==> config.mk <==
export PLATFORM = sky130hd
export DESIGN_NAME = core_tick_timer
export DESIGN_NICKNAME = d
export VERILOG_FILES = /design/src/rtl/core_tick_timer.sv
export SDC_FILE = /design/constraint.sdc
export NUM_CORES = 1
export LEC_CHECK = 0
export BUFFER_PORTS_ARGS = -buffer_cell sky130_fd_sc_hd__buf_2
export CAP_MARGIN = 20
export CORE_ASPECT_RATIO = 1.5
export CORE_UTILIZATION = 64
export CTS_CLUSTER_SIZE = 16
export DETAILED_ROUTE_END_ITERATION = 10
export GPL_TIMING_DRIVEN = 0
export HOLD_SLACK_MARGIN = 0.05
export PLACE_DENSITY = 0.85
export SYNTH_ARGS = -nofsm -noshare
export SYNTH_HDL_FRONTEND = slang
export SYNTH_SLANG_ARGS = --single-unit
==> constraint.sdc <==
create_clock -name clk -period 4.9 [get_ports clk]
set_input_delay 0.49 -clock clk [delete_from_list [all_inputs] [get_ports clk]]
set_output_delay 0.49 -clock clk [all_outputs]
set_load 0.005 [all_outputs]
==> src/rtl/core_tick_timer.sv <==
module core_tick_timer #(
  parameter int TICK_W = 32,
  parameter int ICNT_W = 31
) (
  input  logic        clk,
  input  logic        rst_n,
  input  logic        reg_we,
  input  logic [7:0]  reg_addr,
  input  logic [31:0] reg_wdata,
  input  logic [7:0]  reg_raddr,
  output logic [31:0] reg_rdata,
  output logic        irq
);

  localparam logic [7:0] A_PRESC = 8'h00;
  localparam logic [7:0] A_EVCNT = 8'h08;
  localparam logic [7:0] A_CTRL  = 8'h20;
  localparam logic [7:0] A_STAT  = 8'h30;
  localparam logic [7:0] A_ENAB  = 8'h34;
  localparam logic [7:0] A_WACK  = 8'h40;

  logic [TICK_W-1:0] presc_val, presc_cnt;
  logic [ICNT_W-1:0] ev_val, ev_cnt;
  logic [2:0]        ctrl, ctrl_nx;
  logic              int_stat, int_en;
  logic [3:0]        wack, wack_pend, wack_hit;
  logic              tick, expire, tick_go, ev_go;

  wire wr_presc = reg_we && reg_addr == A_PRESC;
  wire wr_evcnt = reg_we && reg_addr == A_EVCNT;
  wire wr_ctrl  = reg_we && reg_addr == A_CTRL;
  wire wr_stat  = reg_we && reg_addr == A_STAT;
  wire wr_enab  = reg_we && reg_addr == A_ENAB;
  wire wr_wack  = reg_we && reg_addr == A_WACK;

  assign tick   = ctrl[0] && presc_cnt == '0;
  assign expire = ctrl[1] && tick && ev_cnt <= ICNT_W'(1);
  assign irq    = int_stat & int_en;

  always_comb begin
    ctrl_nx = ctrl;
    if (expire && !ctrl[2]) ctrl_nx[1] = 1'b0;
    if (wr_ctrl) ctrl_nx = reg_wdata[2:0];
  end

  assign tick_go = ctrl_nx[0] & ~ctrl[0];
  assign ev_go   = ctrl_nx[1] & ~ctrl[1];
  assign wack_hit = {wr_ctrl, 1'b0, wr_evcnt, wr_presc};

  always_ff @(posedge clk or negedge rst_n) begin
    if (!rst_n) begin
      presc_val <= '0;
      ev_val    <= '0;
      ctrl      <= '0;
      int_en    <= 1'b0;
    end else begin
      if (wr_presc) presc_val <= reg_wdata[TICK_W-1:0];
      if (wr_evcnt && reg_wdata[31]) ev_val <= reg_wdata[ICNT_W-1:0];
      if (wr_enab) int_en <= reg_wdata[0];
      ctrl <= ctrl_nx;
    end
  end

  always_ff @(posedge clk or negedge rst_n) begin
    if (!rst_n) presc_cnt <= '0;
    else if (tick_go) presc_cnt <= presc_val;
    else if (ctrl[0]) presc_cnt <= (presc_cnt == '0) ? presc_val : presc_cnt - 1'b1;
  end

  always_ff @(posedge clk or negedge rst_n) begin
    if (!rst_n) ev_cnt <= '0;
    else if (ev_go) ev_cnt <= ev_val;
    else if (ctrl[1] && tick) ev_cnt <= expire ? ev_val : ev_cnt - 1'b1;
  end

  always_ff @(posedge clk or negedge rst_n) begin
    if (!rst_n) int_stat <= 1'b0;
    else if (expire) int_stat <= 1'b1;
    else if (wr_stat && reg_wdata[0]) int_stat <= 1'b0;
  end

  always_ff @(posedge clk or negedge rst_n) begin
    if (!rst_n) begin
      wack_pend <= '0;
      wack      <= '0;
    end else begin
      wack_pend <= wack_hit;
      wack      <= (wack & ~(wr_wack ? reg_wdata[3:0] : 4'b0)) | wack_pend;
    end
  end

  always_comb begin
    case (reg_raddr)
      A_PRESC: reg_rdata = 32'(presc_val);
      A_EVCNT: reg_rdata = 32'(ev_val);
      A_CTRL:  reg_rdata = {29'b0, ctrl};
      A_STAT:  reg_rdata = {31'b0, int_stat};
      A_ENAB:  reg_rdata = {31'b0, int_en};
      A_WACK:  reg_rdata = {28'b0, wack};
      default: reg_rdata = '0;
    endcase
  end

endmodule

==> out/results.txt, run 1 <==
Status -> finished clean
Syn Nets -> 875
Gate power share -> 0.062
Die Span Y -> 138 um
Yosys top cell area share -> 0.436
Clock Pin Slew Worst Setup and Hold Paths -> 0.06 ns
Filler instances -> 824
Clock Power Share -> 0.502
Synth top area cells -> dfrtp_1 44%, mux2_2 9.0%, mux2i_1 5.4%
Crit-path max FO -> 10
Root Driver -> clkbuf_16
Worst IR Drop VDD -> 0.000212 V
Vias in the first global route -> 8354
TritonCTS buffer count -> 17
Syn Area/Cell -> 9.66 um2
Final Skew -> 0.0121 ns
Die ar. -> 12800 um2
Sequential share of power -> 0.435
Per-cell routed wire length -> 26.4 um
Resized cells post-CTS -> 0
Worst EP required -> 5.25 ns
Rows -> 49
Post-Place Cell Area -> 8560 um2
TritonCTS Sinks -> 138
RSZ-0062 raised after global routing -> no
Async set-reset flop share out of synthesis -> 1.00
Remaining antenna violation count -> 0
Netlist cell types -> 76
Area delta synth->final -> 16.0%
Slew Viols, Final -> 0
Final Hold Fails -> 0
Global route overflow -> 0
MaxCap Viol Count -> 0
H-tree levels -> 4
Synthesized flop and latch total -> 138
Min-Delay Path Class -> in2async
Total global-route track usage -> 0.461
Worst Tran Pin Value -> 1.13 ns
Sw frac -> 0.239
Total Negative Setup Slacks -> 0 ns
Tmin final -> 3.68 ns
Cell taking the most area after synthesis -> dfrtp_1
Family with the most delay on the worst path -> simple AND/OR/NAND/NOR gates
Total core area -> 12000 um2
WP buf/inv -> 2
Io pins -> 84
CP peak stage delay -> 0.75 ns
Switch Pwr -> 0.664 mW
Initial detailed-routing violation count -> 764
Post-synth EDFFs -> 0
Maximum clock frequency -> 272 MHz
Bufs on Longest Clock Path -> 2
Mapped Cells -> 820
Gpl congestion -> 1.02
Mapped Area -> 7930 um2
P_leak -> 4.16 nW
Relative slew slack -> 0.248
Share of layout cells above drive strength 1 -> 0.222
Worst path arrival time -> 4.03 ns
Global-route wire length before repair -> 44500 um
Vias per cell -> 7.34
Kind of critical path -> reg2reg
Worst Setup Start Kind -> flop
Seq/Total Area, Yosys -> 0.436
Buffers on Ports -> 81
Synth Flop Type -> dfrtp_1
Sequence of cells on the critical path -> nor3_1, nand4_1, or4_1, clkbuf_1, clkbuf_1, nand4_1, o21ai_0, a22oi_1
Design area -> 9190 um2
DRC -> 0
Drt pass-1 iters -> 7
CP endpoint kind -> flop
Initial antenna violation count -> 0
Slowest-stage cell, CP -> nor3_1
Antenna cells -> 0
Nets -> 977
Final Cycle Share -> 0.751
CTS Hold Bufs -> 0
Hpwl dp -> 20100 um
Die X-Extent -> 92.9 um
Post-Route WL -> 28700 um
Synth Warn # -> 0
CTS tree -> yes
Setup bufs post-CTS -> 0
Internal Power -> 2.12 mW
Later-pin clock latency in the skew report -> 0.43 ns
Vias -> 7984
Starting Density -> 0.660
Largest net degree at the start of global routing -> 74
Final setup fails -> 0
Power Dens Cells -> 303 nW/um2
## worst paths after layout
kind                                    start             to  slack [ns]  cells past startpoint
max in group asynchronous               rst_n  presc_cnt[20]        4.01                      2
min in group clk                reg_wdata[17]  presc_val[17]        0.30                      2
worst max register to register     ev_cnt[10]      ev_cnt[3]        1.22                      8
worst max-delay path               ev_cnt[10]      ev_cnt[3]        1.22                      8
worst min-delay path                    rst_n      ev_cnt[7]        0.10                      1
worst min register to register   wack_pend[3]        wack[3]        0.45                      1
## cell type report
cell class / count / area (um2) / share of cell area
multi-input combinational: 618 / 4210 / 0.458
tap: 153 / 191 / 0.0208
timing repair buffer: 83 / 447 / 0.0486
sequential: 138 / 3450 / 0.376
inverter: 19 / 71.3 / 0.00776
clock buffer: 21 / 460 / 0.0501
clock inverter: 11 / 169 / 0.0184
buffer: 45 / 189 / 0.0206
## cells by family (layout without fill, tap and decap cells)
group,Yosys count,in the layout,synth area share
adder cells (fa/ha/maj),4,4,0.00632
multiplexers,106,106,0.144
AO/OA/AOI/OAI,176,176,0.153
flip-flops,138,138,0.436
AND/OR/NAND/NOR,332,332,0.229
buffers and inverters,64,179,0.0328
## metal layers
metal	vias up	global-route usage	share of wire
li1	3317	-	-
met1	3765	0.518	0.33
met2	686	0.756	0.50
met3	216	0.107	0.097
met4	0	0.334	0.081
met5	-	0	0
## cells in the final DEF (no fill, tap or decap), drive strengths merged, types with 19 or more instances in the layout
cell type	count
a21oi	36
buf	98
clkbuf	51
dfrtp	138
inv	19
mux2	63
mux2i	43
nand2	55
nand3	34
nand4	31
nor2	71
nor3	39
nor4	21
o21ai	47
or3	22
## power groups by stage
stage	sequential, mW	clock, mW	combinational, mW
2_1_floorplan	1.21	0	0.0873
5_1_grt	1.21	1.44	0.188
3_5_place_dp	1.23	0	0.168
4_1_cts	1.21	1.39	0.171
3_3_place_gp	1.22	0	0.158
6_report	1.21	1.40	0.173
## cells in the mapped netlist, drive strengths merged (3+ instances only)
master	count
a32oi	6
nor4b	6
or3	22
o22ai	3
a21o	7
nand4	31
and2	6
nor3b	4
nor2b	5
nor2	71
mux2	63
o31ai	6
o2bb2ai	3
o211ai	7
a31oi	6
clkbuf	30
o221ai	3
nand3b	4
inv	19
mux2i	43
buf	15
nand2b	4
o311ai	5
a22oi	10
or4	11
nand3	34
nor3	39
a2bb2oi	9
a211o	3
nor4	21
ha	4
and3	9
a21oi	36
a221o	3
a211oi	3
a21boi	5
dfrtp	138
nand2	55
o21ai	47
or4b	3
## sequential cells by signal, summed over array words and instances, names as in the netlist
register and flops:
ctrl 3, ev_cnt 31, ev_val 31, int_en 1, int_stat 1, presc_cnt 32
presc_val 32, wack 4, wack_pend 3
## per-stage QoR
step / hold WS, ns / utilization / power, mW / setup WS, ns / instances
detailed placement: 0.444 / 0.712 / 1.39 / 1.28 / 1055
CTS: 0.135 / 0.764 / 2.77 / 1.30 / 1087
global route: 0.158 / 0.765 / 2.84 / 1.06 / 1088
floorplan: 0.194 / - / 1.30 / 2.30 / 820
finish: 0.104 / 0.765 / 2.78 / 1.22 / 1088
global placement: 0.411 / 0.709 / 1.38 / 1.33 / 1054
Power figures use the tool's default switching activity.
==> run 2: changes to the inputs <==
--- a/config.mk
+++ b/config.mk
@@ -5,15 +5,16 @@
 export SDC_FILE = /design/constraint.sdc
 export NUM_CORES = 1
 export LEC_CHECK = 0
+export ABC_AREA = 1
 export BUFFER_PORTS_ARGS = -buffer_cell sky130_fd_sc_hd__buf_2
 export CAP_MARGIN = 20
 export CORE_ASPECT_RATIO = 1.5
-export CORE_UTILIZATION = 64
+export CORE_UTILIZATION = 60
 export CTS_CLUSTER_SIZE = 16
 export DETAILED_ROUTE_END_ITERATION = 10
 export GPL_TIMING_DRIVEN = 0
 export HOLD_SLACK_MARGIN = 0.05
-export PLACE_DENSITY = 0.85
+export PLACE_DENSITY = 0.8
 export SYNTH_ARGS = -nofsm -noshare
 export SYNTH_HDL_FRONTEND = slang
 export SYNTH_SLANG_ARGS = --single-unit
==> constraint.sdc (replaced) <==
create_clock -name clk -period 3.4 [get_ports clk]
set_input_delay 0.34 -clock clk [delete_from_list [all_inputs] [get_ports clk]]
set_output_delay 0.34 -clock clk [all_outputs]
set_load 0.005 [all_outputs]
==> run 2 against run 1 <==
  * The flow now finishes with violations (design-rule violations)
  * Synthesized cell count increased by 45%
  * Flip-flop and latch count unchanged
  * Core utilization down 5.8 points
  * Register-to-register slack lost 0.30 ns
  * First-iteration DRC count fell by 27%
  * Highest routed layer unchanged
==> out/results.txt, run 2 <==
Status -> complete, but fails checks (was finished clean)
Failing checks -> design-rule violations
Most frequent cells in the layout -> 319 x nand2_1, 161 x nor2_1, 154 x inv_1, 138 x dfrtp_1, 100 x nand3_1 (was 138 x dfrtp_1, 87 x buf_2, 71 x nor2_1, 63 x mux2_2, 55 x nand2_1)
Final Skew -> 0.0112 ns (was 0.0121 ns)
Post-Place Cell Area -> 8900 um2 (was 8560 um2)
Mapped Cells -> 1188 (was 820)
Antenna cells -> 0 (unchanged)
Worst path arrival time -> 2.37 ns (was 4.03 ns)
Nets -> 1347 (was 977)
Netlist cell types -> 36 (was 76)
Async set-reset flop share out of synthesis -> 1.00 (unchanged)
Worst Tran Pin Value -> 0.692 ns (was 1.13 ns)
Slowest-stage cell, CP -> nand4_1 (was nor3_1)
Initial antenna violation count -> 0 (unchanged)
Die ar. -> 14200 um2 (was 12800 um2)
Vias per cell -> 5.74 (was 7.34)
Cells after DPL -> 1434 (was 1055)
Commonest non-fill, non-tap cell in the layout -> nand2_1 (was dfrtp_1)
Final Cycle Share -> 0.798
Starting Density -> 0.613 (was 0.660)
Power Dens Cells -> 556 nW/um2 (was 303 nW/um2)
Io pins -> 84 (unchanged)
Seq/Total Area, Yosys -> 0.418 (was 0.436)
Global-route wire length before repair -> 43000 um (was 44500 um)
Clock Pin Slew Worst Setup and Hold Paths -> 0.07 ns (was 0.06 ns)
Synth Flop Type -> dfrtp_1 (unchanged)
H-tree levels -> 4 (unchanged)
Share of layout cells above drive strength 1 -> 0.112 (was 0.222)
WL met2 -> 14300 um (was 14200 um)
P_leak -> 4.77 nW (was 4.16 nW)
Remaining antenna violation count -> 0 (unchanged)
Total core area -> 13500 um2 (was 12000 um2)
Die Span Y -> 146 um (was 138 um)
Kind of critical path -> in2out (was reg2reg)
Synth Warn # -> 0 (unchanged)
CTS Hold Bufs -> 1 (was 0)
Synth top area cells -> dfrtp_1 42%, nand2_1 15%, nor2_1 7.3% (was dfrtp_1 44%, mux2_2 9.0%, mux2i_1 5.4%)
Setup bufs post-CTS -> 0 (unchanged)
Syn Nets -> 1243 (was 875)
Top Registers -> presc_cnt: 32 flops, presc_val: 32 flops (unchanged)
Syn Area/Cell -> 6.95 um2 (was 9.66 um2)
Most common cell in the synthesized netlist -> nand2_1 (was dfrtp_1)
Vias -> 8414 (was 7984)
Design area -> 9520 um2 (was 9190 um2)
Largest net degree at the start of global routing -> 92 (was 74)
Global route overflow -> 0 (unchanged)
Buffers on Ports -> 83 (was 81)
Post-Layout Cell Count -> 1467 (was 1088)
Worst EP required -> 3.06 ns (was 5.25 ns)
Min-Delay Path Class -> in2reg (was in2async)
Most used cell along the critical path -> buf_2
Resized cells post-CTS -> 0 (unchanged)
Relative slew slack -> 0.538 (was 0.248)
Cell taking the most area after synthesis -> dfrtp_1 (unchanged)
Mapped Area -> 8250 um2 (was 7930 um2)
Root Driver -> clkbuf_16 (unchanged)
Die X-Extent -> 97.8 um (was 92.9 um)
Rows -> 52 (was 49)
Tmin final -> 2.71 ns
RSZ-0062 raised after global routing -> no (unchanged)
Crit-path max FO -> 10 (unchanged)
Maximum clock frequency -> 368 MHz
Drt pass-1 iters -> 8 (was 7)
Hold slack -> 0.139 ns (was 0.104 ns)
Bufs on Longest Clock Path -> 2 (unchanged)
Final setup fails -> 0 (unchanged)
Post-synth EDFFs -> 0 (unchanged)
Synth top cells by count -> 319 x nand2_1, 161 x nor2_1, 154 x inv_1 (was 138 x dfrtp_1, 71 x nor2_1, 63 x mux2_2)
Worst Setup Start Kind -> input pin (was flop)
Slew Viols, Final -> 0 (unchanged)
Sequence of cells on the critical path -> buf_2, nor2_1, nand2_1, inv_1, nand4_1, clkbuf_1, o22ai_1, buf_2 (was nor3_1, nand4_1, or4_1, clkbuf_1, clkbuf_1, nand4_1, o21ai_0, a22oi_1)
Routed length on met1 -> 9770 um (was 9370 um)
Total Negative Setup Slacks -> 0 ns (unchanged)
Later-pin clock latency in the skew report -> 0.43 ns (about the same)
Gpl congestion -> 0.992 (was 1.02)
Routed wl met3 -> 1510 um (was 2780 um)
Post-Route WL -> 27000 um (was 28700 um)
DRC -> 4 (was 0)
Total global-route track usage -> 0.397 (was 0.461)
Final Total Pwr -> 5.29 mW (was 2.78 mW)
CTS tree -> yes (unchanged)
Worst IR Drop VDD -> 0.000338 V (was 0.000212 V)
Util after Layout -> 0.707 (was 0.765)
TritonCTS Sinks -> 138 (unchanged)
CP peak stage delay -> 0.55 ns (was 0.75 ns)
Vias in the first global route -> 8407 (was 8354)
MaxCap Viol Count -> 0 (unchanged)
Initial detailed-routing violation count -> 560 (was 764)
TritonCTS buffer count -> 17 (unchanged)
Final Hold Fails -> 0 (unchanged)
CP endpoint kind -> output pin (was flop)
Worst setup margin -> 0.685 ns (was 1.22 ns)
Synthesized flop and latch total -> 138 (unchanged)
Top sig layer -> met4 (unchanged)
Per-cell routed wire length -> 18.4 um (was 26.4 um)
Pre-CTS WS -> 0.808 ns (was 1.28 ns)
Area delta synth->final -> 15.4% (was 16.0%)
Hpwl dp -> 20700 um (was 20100 um)
Yosys top cell area share -> 0.418 (was 0.436)
-- run 2: power by group --
part	total, mW	switching, mW	internal [mW]
clock	1.95	0.766	1.18
sequential	2.16	0.270	1.88
combinational	1.19	0.768	0.423
-- run 2: cells by family (layout without fill, tap and decap cells) --
logic type / Yosys count / after routing / share of synthesized area
flops: 138 / 138 / 0.418
simple gates: 631 / 631 / 0.318
buf+inv: 200 / 317 / 0.0990
compound gates: 173 / 173 / 0.114
xor+xnor: 42 / 42 / 0.0446
fa+ha+maj: 4 / 4 / 0.00607
-- run 2: critical path, delay by kind of cell --
| kind | cells | cell delay (ns) |
|---|---|---|
| AO/OA/AOI/OAI | 1 | 0.34 |
| AND/OR/NAND/NOR | 3 | 0.79 |
| buffers and inverters | 4 | 0.90 |
-- run 2: layout make-up --
cell class	instances	area, um2
Buffer	44	231
Clock buffer	19	443
Clock inverter	13	168
Fill cell	1208	3940
Inverter	156	586
Multi-Input combinational cell	850	3980
Sequential cell	138	3450
Tap cell	162	203
Timing Repair Buffer	85	459
-- run 2: path summary, 6_finish.rpt --
| path | start | to | slack, ns | depth (start not counted) |
|---|---|---|---|---|
| max | reg_raddr[7] | reg_rdata[26] | 0.69 | 8 |
| min | reg_wdata[21] | presc_val[21] | 0.14 | 3 |
| max reg2reg | ev_cnt[0] | ev_cnt[20] | 0.92 | 11 |
| min reg2reg | wack_pend[3] | wack[3] | 0.43 | 2 |
| max in group asynchronous | rst_n | ev_cnt[8] | 2.14 | 3 |
| min in group asynchronous | rst_n | ev_cnt[14] | 0.41 | 2 |
-- run 2: layer usage --
metal,GRT usage,vias up
met2,0.726,361
met5,0,-
met4,0.213,0
met1,0.437,3953
li1,-,3998
met3,0.0634,102
==> run 3: changes to the inputs <==
--- a/config.mk
+++ b/config.mk
@@ -5,7 +5,7 @@
 export SDC_FILE = /design/constraint.sdc
 export NUM_CORES = 1
 export LEC_CHECK = 0
-export ABC_AREA = 1
+export ABC_AREA = 0
 export BUFFER_PORTS_ARGS = -buffer_cell sky130_fd_sc_hd__buf_2
 export CAP_MARGIN = 20
 export CORE_ASPECT_RATIO = 1.5
==> constraint.sdc (replaced) <==
create_clock -name clk -period 2.65 [get_ports clk]
set_input_delay 0.265 -clock clk [delete_from_list [all_inputs] [get_ports clk]]
set_output_delay 0.265 -clock clk [all_outputs]
set_load 0.005 [all_outputs]
==> run 3 against run 2 <==
  * The run ends with design-rule violations, negative setup slack left
  * First-iteration DRC count up 32%
  * Register-to-register slack lost 1.1 ns
  * Flip-flop and latch count is the same
  * Die area down 3.9%
  * Total power fell by 1.3%
  * Sequential share of layout area shrank 0.77 points
  * Count of clock-buffer cells in the layout shrank 1
  * Worst setup slack got worse by 0.91 ns
  * Combinational power is 73% lower
  * Largest power group is now clock
  * Highest routed layer unchanged
==> out/results.txt, run 3 (synthesized netlist as in run 1, its figures left out) <==
Status -> complete, but fails checks (unchanged)
Failing checks -> design-rule violations, negative setup slack (was design-rule violations)
Relative slew slack -> 0.346 (was 0.538)
Crit-path max FO -> 8 (was 10)
Pre-CTS WS -> -0.726 ns (was 0.808 ns)
Commonest non-fill, non-tap cell in the layout -> dfrtp_1 (was nand2_1)
Final Cycle Share -> 1.08
Top Registers -> presc_cnt: 32 flops, presc_val: 32 flops (unchanged)
Antenna cells -> 0 (unchanged)
Cells after DPL -> 1061 (was 1434)
Final Hold Fails -> 0 (unchanged)
Util after Layout -> 0.752 (was 0.707)
Post-Layout Cell Count -> 1123 (was 1467)
Total global-route track usage -> 0.426 (was 0.397)
CP endpoint kind -> flop (was output pin)
Hpwl dp -> 19700 um (was 20700 um)
Vias per cell -> 7.02 (was 5.74)
Power Dens Cells -> 536 nW/um2 (was 556 nW/um2)
Design area -> 9740 um2 (was 9520 um2)
Min-Delay Path Class -> in2reg (unchanged)
Worst IR Drop VDD -> 0.000437 V (was 0.000338 V)
Total core area -> 13000 um2 (was 13500 um2)
Drt pass-1 iters -> 8 (unchanged)
Final Skew -> 0.0133 ns (was 0.0112 ns)
Largest net degree at the start of global routing -> 78 (was 92)
Clock Pin Slew Worst Setup and Hold Paths -> 0.07 ns (about the same)
Gpl congestion -> 1.04 (was 0.992)
TritonCTS Sinks -> 138 (unchanged)
Worst setup margin -> -0.222 ns (was 0.685 ns)
Post-Route WL -> 28600 um (was 27000 um)
Die X-Extent -> 95.8 um (was 97.8 um)
Global-route wire length before repair -> 42100 um (was 43000 um)
MaxCap Viol Count -> 0 (unchanged)
Initial detailed-routing violation count -> 740 (was 560)
Kind of critical path -> reg2reg (was in2out)
Starting Density -> 0.612 (was 0.613)
Vias -> 7880 (was 8414)
Worst EP required -> 2.95 ns (was 3.06 ns)
Buffers on Ports -> 81 (was 83)
CTS tree -> yes (unchanged)
RSZ-0062 raised after global routing -> yes (was no)
Global route overflow -> 0 (unchanged)
Nets -> 1006 (was 1347)
Root Driver -> clkbuf_16 (unchanged)
Worst path arrival time -> 3.17 ns (was 2.37 ns)
Io pins -> 84 (unchanged)
DRC -> 1 (was 4)
Worst Setup Start Kind -> flop (was input pin)
Die Span Y -> 143 um (was 146 um)
Vias in the first global route -> 7734 (was 8407)
Slew Viols, Final -> 0 (unchanged)
Later-pin clock latency in the skew report -> 0.43 ns (about the same)
Post-Place Cell Area -> 8560 um2 (was 8900 um2)
Worst Tran Pin Value -> 0.981 ns (was 0.692 ns)
Tmin final -> 2.87 ns
Initial antenna violation count -> 0 (unchanged)
Die ar. -> 13700 um2 (was 14200 um2)
Per-cell routed wire length -> 25.5 um (was 18.4 um)
TritonCTS buffer count -> 17 (unchanged)
Area delta synth->final -> 22.8% (was 15.4%)
P_leak -> 4.45 nW (was 4.77 nW)
Final setup fails -> 12 (was 0)
Maximum clock frequency -> 348 MHz
Most frequent cells in the layout -> 137 x dfrtp_1, 86 x buf_2, 68 x nor2_1, 63 x mux2_2, 54 x nand2_1 (was 319 x nand2_1, 161 x nor2_1, 154 x inv_1, 138 x dfrtp_1, 100 x nand3_1)
Share of layout cells above drive strength 1 -> 0.282 (was 0.112)
Bufs on Longest Clock Path -> 2 (unchanged)
H-tree levels -> 4 (unchanged)
Remaining antenna violation count -> 0 (unchanged)
Rows -> 51 (was 52)
-- run 3: repair_timing --
action                                 in CTS  in global routing
buffers inserted                           10                 19
pin swaps                                   7                 14
cloned                                      1                  0
setup endpoints to repair                  65                 65
gates resized for setup                    33                 34
hold buffers                                1                  0
endpoints found under the hold margin      61                  0
-- run 3: critical path: stages (launching register included) --
cell	delay (ns)
dfrtp_2	0.49
nor4_4	0.46
o2111ai_2	0.29
or4_4	0.66
buf_6	0.17
o31ai_4	0.38
nor2b_2	0.24
a211oi_2	0.05
-- run 3: path summary, 6_finish.rpt --
check / slack (ns) / startpoint / end / cells after the start
max reg2reg: -0.22 / ev_cnt[25] / ev_cnt[17] / 7
min reg2reg: 0.44 / wack_pend[1] / wack[1] / 1
min: 0.08 / reg_wdata[7] / ev_val[7] / 2
max: -0.22 / ev_cnt[25] / ev_cnt[17] / 7
min in group asynchronous: 0.37 / rst_n / ev_cnt[7] / 2
max in group asynchronous: 1.45 / rst_n / presc_val[13] / 3
-- run 3: layout make-up --
type,count,area [um2]
multi-input combinational,618,4440
sequential,138,3450
fill,918,3220
timing repair buffer,113,711
clock buffer,18,429
clock inverter,14,219
buffer,44,215
tap,159,199
inverter,19,71.3
-- run 3: layer usage --
layer | vias to the layer above | share of wire | track usage
li1 | 3372 | - | -
met1 | 3818 | 0.34 | 0.469
met2 | 508 | 0.49 | 0.696
met3 | 182 | 0.083 | 0.102
met4 | 0 | 0.080 | 0.329
met5 | - | 0 | 0
-- run 3: stage by stage --
step,hold slack [ns],power [mW],TNS (ns)
6_report,0.0819,5.22,-0.758
3_3_place_gp,0.421,2.56,-124.57
2_1_floorplan,-0.0306,2.40,0
5_1_grt,0.0881,5.33,-1.70
4_1_cts,0.0842,5.21,-0.0180
3_5_place_dp,0.294,2.58,-31.97
-- run 3: where the power goes --
part,leakage (nW),switching (mW),internal [mW]
Sequential,1.77,0.0707,2.17
Clock,0.300,0.985,1.68
Combinational,2.38,0.195,0.127
